## src/rtl/hw_regbank_pkg.sv

```systemverilog
// Package: shared constants and types for the halfword register bank.
// Assumes byte lanes of eight bits.
package hw_regbank_pkg;
    localparam int unsigned BYTE_W = 8;

    // Phase of a one-wait-state transfer.
    typedef enum logic {
        PH_IDLE = 1'b0,
        PH_WAIT = 1'b1
    } rb_phase_e;
endpackage

```

## src/rtl/rb_access_seq.sv

```systemverilog
// Access sequencer: turns bus strobes into a write-commit pulse and a
// read-capture strobe. It assumes the master holds its request for
// WAIT_STATES+1 cycles. A cycle with both strobes high counts as a read.
module rb_access_seq
    import hw_regbank_pkg::*;
#(
    parameter int unsigned WAIT_STATES = 0
) (
    input  logic clk,
    input  logic rst_n,
    input  logic sel,
    input  logic rd_en,
    input  logic wr_en,
    output logic commit,
    output logic cap_rd
);
    generate
        if (WAIT_STATES == 0) begin : g_ws0
            // Zero wait: a write commits at the end of its only cycle.
            assign commit = sel & wr_en & ~rd_en;
            assign cap_rd = sel & rd_en;
        end else begin : g_ws1
            rb_phase_e phase;

            // Phase tracking: the first cycle of a transfer moves to WAIT.
            always_ff @(posedge clk) begin
                if (!rst_n)
                    phase <= PH_IDLE;
                else if (phase == PH_IDLE && sel && (rd_en || wr_en))
                    phase <= PH_WAIT;
                else
                    phase <= PH_IDLE;
            end

            assign commit = (phase == PH_WAIT) & sel & wr_en & ~rd_en;
            assign cap_rd = (phase == PH_IDLE) & sel & rd_en;

            // a commit follows a first cycle that carried the same write.
            p_commit_second_r4: assert property (@(posedge clk) disable iff (!rst_n)
                commit |-> $past(sel && wr_en && !rd_en));
        end
    endgenerate

    // a commit only happens in a selected cycle that is a pure write.
    p_commit_needs_sel_r6: assert property (@(posedge clk) disable iff (!rst_n)
        commit |-> (sel && wr_en && !rd_en));
endmodule

```

## src/rtl/rb_store.sv

```systemverilog
// Storage words: NUM_WORDS halfwords with per-byte masked writes and a
// combinational read port. Addresses at or above NUM_WORDS read as zero here.
module rb_store
    import hw_regbank_pkg::*;
#(
    parameter int unsigned DATA_W    = 16,
    parameter int unsigned ADDR_W    = 5,
    parameter int unsigned NUM_WORDS = 30
) (
    input  logic                       clk,
    input  logic                       rst_n,
    input  logic                       commit,
    input  logic [ADDR_W-1:0]          addr,
    input  logic [DATA_W/BYTE_W-1:0]   byte_en,
    input  logic [DATA_W-1:0]          wdata,
    output logic [DATA_W-1:0]          word_out
);
    localparam int unsigned LANES = DATA_W / BYTE_W;

    logic [DATA_W-1:0] mem [NUM_WORDS];
    logic [DATA_W-1:0] wmask;
    logic              in_range;
    logic              we;

    // Expand each lane enable into a bit mask.
    generate
        for (genvar l = 0; l < LANES; l++) begin : g_lane
            assign wmask[l*BYTE_W +: BYTE_W] = {BYTE_W{byte_en[l]}};
        end
    endgenerate

    assign in_range = (addr < ADDR_W'(NUM_WORDS));
    assign we       = commit & in_range;

    // Storage update: clear on reset, masked merge on a committed write.
    always_ff @(posedge clk) begin
        if (!rst_n) begin
            for (int i = 0; i < NUM_WORDS; i++) mem[i] <= '0;
        end else if (we) begin
            mem[addr] <= (mem[addr] & ~wmask) | (wdata & wmask);
        end
    end

    // Read selection for in-range addresses.
    always_comb begin
        word_out = '0;
        if (in_range) word_out = mem[addr];
    end

    // bits whose lane is disabled keep their previous value.
    p_lane_keep_r5: assert property (@(posedge clk) disable iff (!rst_n)
        we |=> ((mem[$past(addr)] & ~$past(wmask)) ==
                ($past(mem[addr]) & ~$past(wmask))));
endmodule

```

## src/rtl/rb_irq_ctrl.sv

```systemverilog
// Interrupt flag: set by a low-lane write to SET_ADDR, cleared by a low-lane
// write with data bit 0 high to CLR_ADDR. It assumes commit marks only real writes.
module rb_irq_ctrl #(
    parameter int unsigned ADDR_W   = 5,
    parameter int unsigned SET_ADDR = 31,
    parameter int unsigned CLR_ADDR = 30
) (
    input  logic              clk,
    input  logic              rst_n,
    input  logic              commit,
    input  logic [ADDR_W-1:0] addr,
    input  logic              lane0_en,
    input  logic              data_b0,
    output logic              irq
);
    logic hit_set;
    logic hit_clr;

    assign hit_set = commit & lane0_en & (addr == ADDR_W'(SET_ADDR));
    assign hit_clr = commit & lane0_en & data_b0 & (addr == ADDR_W'(CLR_ADDR));

    // Flag update: set has its own address, clear needs data bit 0.
    always_ff @(posedge clk) begin
        if (!rst_n)
            irq <= 1'b0;
        else if (hit_set)
            irq <= 1'b1;
        else if (hit_clr)
            irq <= 1'b0;
    end

    // a qualifying write to the set location raises the line.
    p_irq_set_r8: assert property (@(posedge clk) disable iff (!rst_n)
        (commit && lane0_en && addr == ADDR_W'(SET_ADDR)) |=> irq);
    // a qualifying write to the clear location lowers the line.
    p_irq_clr_r9: assert property (@(posedge clk) disable iff (!rst_n)
        (commit && lane0_en && data_b0 && addr == ADDR_W'(CLR_ADDR)) |=> !irq);
    // with no commit the flag holds.
    p_irq_hold_r10: assert property (@(posedge clk) disable iff (!rst_n)
        !commit |=> $stable(irq));
endmodule

```

## src/rtl/hw_regbank.sv

```systemverilog
// Top: halfword register bank slave. The storage words sit below the two
// interrupt-control locations. WAIT_STATES picks a combinational (0) or a
// registered (1) read path. It assumes a master that holds each transfer for
// WAIT_STATES+1 cycles and samples at the final edge.
module hw_regbank
    import hw_regbank_pkg::*;
#(
    parameter int unsigned DATA_W      = 16,
    parameter int unsigned ADDR_W      = 5,
    parameter int unsigned WAIT_STATES = 0
) (
    input  logic                     clk,
    input  logic                     rst_n,
    input  logic                     sel,
    input  logic [ADDR_W-1:0]        addr,
    input  logic                     rd_en,
    input  logic                     wr_en,
    input  logic [DATA_W/8-1:0]      byte_en,
    input  logic [DATA_W-1:0]        wdata,
    output logic [DATA_W-1:0]        rdata,
    output logic                     irq
);
    localparam int unsigned NUM_WORDS = (2 ** ADDR_W) - 2;
    localparam int unsigned SET_ADDR  = (2 ** ADDR_W) - 1;
    localparam int unsigned CLR_ADDR  = (2 ** ADDR_W) - 2;

    logic              commit;
    logic              cap_rd;
    logic [DATA_W-1:0] word_out;
    logic [DATA_W-1:0] rd_comb;

    rb_access_seq #(.WAIT_STATES(WAIT_STATES)) u_seq (
        .clk    (clk),
        .rst_n  (rst_n),
        .sel    (sel),
        .rd_en  (rd_en),
        .wr_en  (wr_en),
        .commit (commit),
        .cap_rd (cap_rd)
    );

    rb_store #(.DATA_W(DATA_W), .ADDR_W(ADDR_W), .NUM_WORDS(NUM_WORDS)) u_store (
        .clk      (clk),
        .rst_n    (rst_n),
        .commit   (commit),
        .addr     (addr),
        .byte_en  (byte_en),
        .wdata    (wdata),
        .word_out (word_out)
    );

    rb_irq_ctrl #(.ADDR_W(ADDR_W), .SET_ADDR(SET_ADDR), .CLR_ADDR(CLR_ADDR)) u_irq (
        .clk      (clk),
        .rst_n    (rst_n),
        .commit   (commit),
        .addr     (addr),
        .lane0_en (byte_en[0]),
        .data_b0  (wdata[0]),
        .irq      (irq)
    );

    // Read source: a storage word, or the status word at the control locations.
    always_comb begin
        if (addr < ADDR_W'(NUM_WORDS))
            rd_comb = word_out;
        else
            rd_comb = {{(DATA_W-1){1'b0}}, irq};
    end

    generate
        if (WAIT_STATES == 0) begin : g_rd_comb
            assign rdata = rd_comb;
        end else begin : g_rd_reg
            // Registered read: loaded on the first cycle of a read transfer.
            always_ff @(posedge clk) begin
                if (!rst_n)
                    rdata <= '0;
                else if (cap_rd)
                    rdata <= rd_comb;
            end
        end
    endgenerate

    // a read cycle without a commit leaves the interrupt line alone.
    p_read_no_side_r10: assert property (@(posedge clk) disable iff (!rst_n)
        (cap_rd && !commit) |=> (irq == $past(irq)));
endmodule

```

## config.mk

```make
export PLATFORM = sky130hd
export DESIGN_NAME = hw_regbank
export DESIGN_NICKNAME = d
export VERILOG_FILES = /design/src/rtl/hw_regbank_pkg.sv /design/src/rtl/rb_access_seq.sv /design/src/rtl/rb_store.sv /design/src/rtl/rb_irq_ctrl.sv /design/src/rtl/hw_regbank.sv
export SDC_FILE = /design/constraint.sdc
export NUM_CORES = 1
export LEC_CHECK = 0
export ABC_AREA = 1
export BUFFER_PORTS_ARGS = -buffer_cell sky130_fd_sc_hd__buf_4
export CAP_MARGIN = 20
export CORE_MARGIN = 3
export CORE_UTILIZATION = 68
export DETAILED_ROUTE_END_ITERATION = 8
export PLACE_DENSITY_LB_ADDON = 0.05
export RECOVER_POWER = 50
export SLEW_MARGIN = 15
export SYNTH_ARGS = -nofsm -noshare
export SYNTH_HDL_FRONTEND = slang
export SYNTH_SLANG_ARGS = --single-unit
```

## constraint.sdc

```tcl
create_clock -name clk -period 6.7 [get_ports clk]
set_input_delay 0.67 -clock clk [delete_from_list [all_inputs] [get_ports clk]]
set_output_delay 0.67 -clock clk [all_outputs]
set_load 0.01 [all_outputs]
```

==> qor.txt <==
status: finished, violations left
failing checks: capacitance limit, slew limit
net switching power: 1.761 mW
sequential share of power: 51.6%
GRT overflow: 0
Sw Share: 24.70%
dpl hpwl: 40.45 mm
first-pass GRT wire length: 103.8 mm
post-synthesis sequential area ratio: 63.98%
Int Pwr: 5.370 mW
Clock Tree Buf Depth: 3
global route hottest layer: met2
Max IR drop VDD: 0.2365 mV
vias per inst: 5.927
H-tree depth: 2
mux cell area share after synthesis: 0%
area of the core: 34710 sq um
Crit path required time: 6920 ps
critical path class: in -> reg
Die Footprint: 37680 sq um
DR vias: 18770
clk_skew: 14.90 ps
port buffer count: 44
Largest delay share family, worst path: simple AND/OR/NAND/NOR gates
Critical Path AT: 5780 ps
main combinational cell family by area after synthesis: simple AND/OR/NAND/NOR gates
Yosys cell types: 23
layout cells sized above 1: 6.677%
Register-to-Register Path Depth: 11
Tightest Hold Check Type: in -> reg
clk sinks: 513
met1 Usage GRT: 49.40%
Slew HR: -60.13%
Routed Antenna Nets: 0
compound-cell area share of the yosys netlist: 0.5148%
Comb pwr share: 9.2%
Slew @ Worst Pin: 2402 ps
Max Cap Viol: 9
Period minus WS final: 5560 ps
simple-gate share of the synthesized area: 31.35%
synth warn: 0
period utilization: 82.98%
mean routed wirelength per cell: 21.64 um
final worst slack: 1140 ps
Final setup viols: 0
largest net degree at the start of global routing: 174
M2 GR Usage: 55.80%
Synth Cell Area: 24060 sq um
overall die width: 194.1 um
routed wire length: 68.52 mm
final hold vios: 0
critical path startpoint: addr[2]
Syn Area/Cell: 8.932 sq um
gpl congestion: 0.9361
worst skew pair latency: 590 ps
CP max stage delay: 1770 ps
worst reg2reg startpoint: u_store.mem[5][13]
1st-iter DRT viols: 2784
CP max-delay cell: nor3_1
Die H: 194.1 um
Final Max Tran Viols: 184
row cnt: 68
xor and xnor fraction of the mapped netlist area: 0%
# diodes: 0
TritonCTS clock tree: built
setup TNS: 0 ps
first-pass detailed-route iteration total: 6
boundary pin count: 45
Hold Startpoint: wdata[0]
cells along the critical path: buf_4 -> inv_1 -> nor2_1 -> buf_4 -> nand2_1 -> nand2_2 -> nor3_1 -> nand2_2 -> nand2_1
clock power share: 39.2%
critical path depth: 9
flops & latches, synth: 513
Leak: 11.40 nW
post-cts sizing count: 0
met3 usage: 8.236%
P&R area growth vs syn: 7.946%
crit path capture type: flip-flop
Reg clk slew, reported paths: 60 ps
post-synthesis adder-cell area fraction: 0%
Post-CTS Setup Bufs: 0
initial antenna violation count: 0
fill cell count: 2481
Initial Utilization: 69.32%
Tot GR Track Use: 36.07%
DRC Markers: 0
Layout Nets: 2701
f_max: 0.1799 GHz
Worst R2R Setup Slack: 3030 ps
worst setup path end: u_store.mem[0][14]
power per cell area: 274.6 nW/um^2
Bufs and invs on worst path: 3
Reg2Reg Capture Point: u_store.mem[30][13]
Critical Path Source Type: input pin
Crit Path Max Fanout: 21
post-synthesis instance total: 2694
CTS Buf Count: 51
Hold-fix buffers, CTS: 0
Place WS: 2369 ps
Root Buffer: clkbuf_16
vias in the first global route: 18130
RSZ-0062 raised after global routing: false
-- placed cells by master (no fill, tap or decap) --
cell / count
nand2_1: 1361
nor2_1: 519
edfxtp_1: 512
buf_4: 64
clkbuf_16: 51
nand3_1: 33
conb_1: 32
clkbuf_1: 20
or2_2: 16
clkinv_1: 16
nand2_2: 16
a21boi_0: 15
inv_1: 14
clkinv_2: 11
nor3_2: 6
bufinv_16: 5
inv_2: 4
nor3_1: 3
inv_6: 2
clkinvlp_4: 2
buf_12: 2
a31oi_1: 1
nand3b_1: 1
nand4_1: 1
a21oi_1: 1
inv_4: 1
buf_6: 1
dfxtp_1: 1
-- power by group through the flow --
| stage | sequential (mW) | combinational, mW | clock, mW |
|---|---|---|---|
| CTS | 3.68 | 0.646 | 2.78 |
| global placement | 3.74 | 0.629 | 0 |
| finish | 3.68 | 0.658 | 2.79 |
| global route | 3.69 | 0.699 | 2.91 |
| detailed placement | 3.75 | 0.641 | 0 |
| floorplan | 3.73 | 0.405 | 0 |
-- synth_stat cells --
cell	instances	area, sq um
nand2_1	1352	5075
nor2_1	517	1941
edfxtp_1	512	15370
buf_2	137	685.7
nand3_1	33	165.2
clkbuf_1	25	93.84
nand2_2	25	156.4
or2_2	16	100.1
a21boi_0	15	112.6
inv_1	13	48.80
inv_2	12	45.04
buf_1	10	37.54
buf_4	7	52.55
nor3_1	6	30.03
buf_6	3	33.78
nor3_4	3	48.80
nor2_2	2	12.51
a21oi_1	1	5.000
a31oi_1	1	6.260
conb_1	1	3.750
dfxtp_1	1	20.02
nand3b_1	1	7.510
nand4_1	1	6.260
-- logic make-up (layout without fill, tap and decap cells) --
group                  count (synthesis)  count (layout)
AOI/OAI and AO/OA                     17              17
buffers and inverters                207             193
DFF                                  513             513
other                                  1              32
and+or+nand+nor                     1956            1956
-- flip-flops by register name, indices dropped and copies added (netlist names) --
| name | flops |
|---|---|
| u_store.mem | 512 |
| u_irq.irq | 1 |
-- tightest hold or removal path, stage by stage --
cell,delay [ps]
buf_4,90
nand4_1,80
nand2_1,60
a21oi_1,50
-- routing by layer --
metal	share of wire (%)	vias to the layer above	routed length [um]
li1	-	8451	-
met1	35	8714	24280
met2	46	1386	31620
met3	13	214	9045
met4	5.2	0	3578
met5	0	-	0
-- worst min path at each step --
stage                 to  slack [ps]  cells after the start
2_1_floorplan  u_irq.irq         490                      2
3_3_place_gp   u_irq.irq         490                      2
3_5_place_dp   u_irq.irq         500                      2
4_1_cts        u_irq.irq         400                      4
5_1_grt        u_irq.irq         430                      4
6_report       u_irq.irq         410                      4
-- per-stage QoR --
| stage | utilization [%] | cell area [sq um] | power, mW | cells | hold WS (ps) |
|---|---|---|---|---|---|
| global placement | 70.55 | 24490 | 4.369 | 3075 | 494.2 |
| finish | 74.82 | 25970 | 7.131 | 3166 | 411.0 |
| detailed placement | 70.55 | 24490 | 4.386 | 3075 | 501.1 |
| global route | 74.82 | 25970 | 7.296 | 3166 | 431.7 |
| floorplan | - | 24180 | 4.139 | 2725 | 492.0 |
| CTS | 75.12 | 26080 | 7.106 | 3166 | 397.2 |
-- area by class of cell --
type / count / area [sq um] / share of cell area (%)
flip-flops and latches: 513 / 15390 / 59.27
clock buffers: 61 / 1314 / 5.058
clock inverters: 30 / 270.3 / 1.041
inverters: 25 / 101.3 / 0.3902
repair buffers: 77 / 569.3 / 2.192
well taps: 455 / 569.3 / 2.192
multi-input cells: 2005 / 7755 / 29.86
No activity file was read; power rests on OpenSTA's default activity.
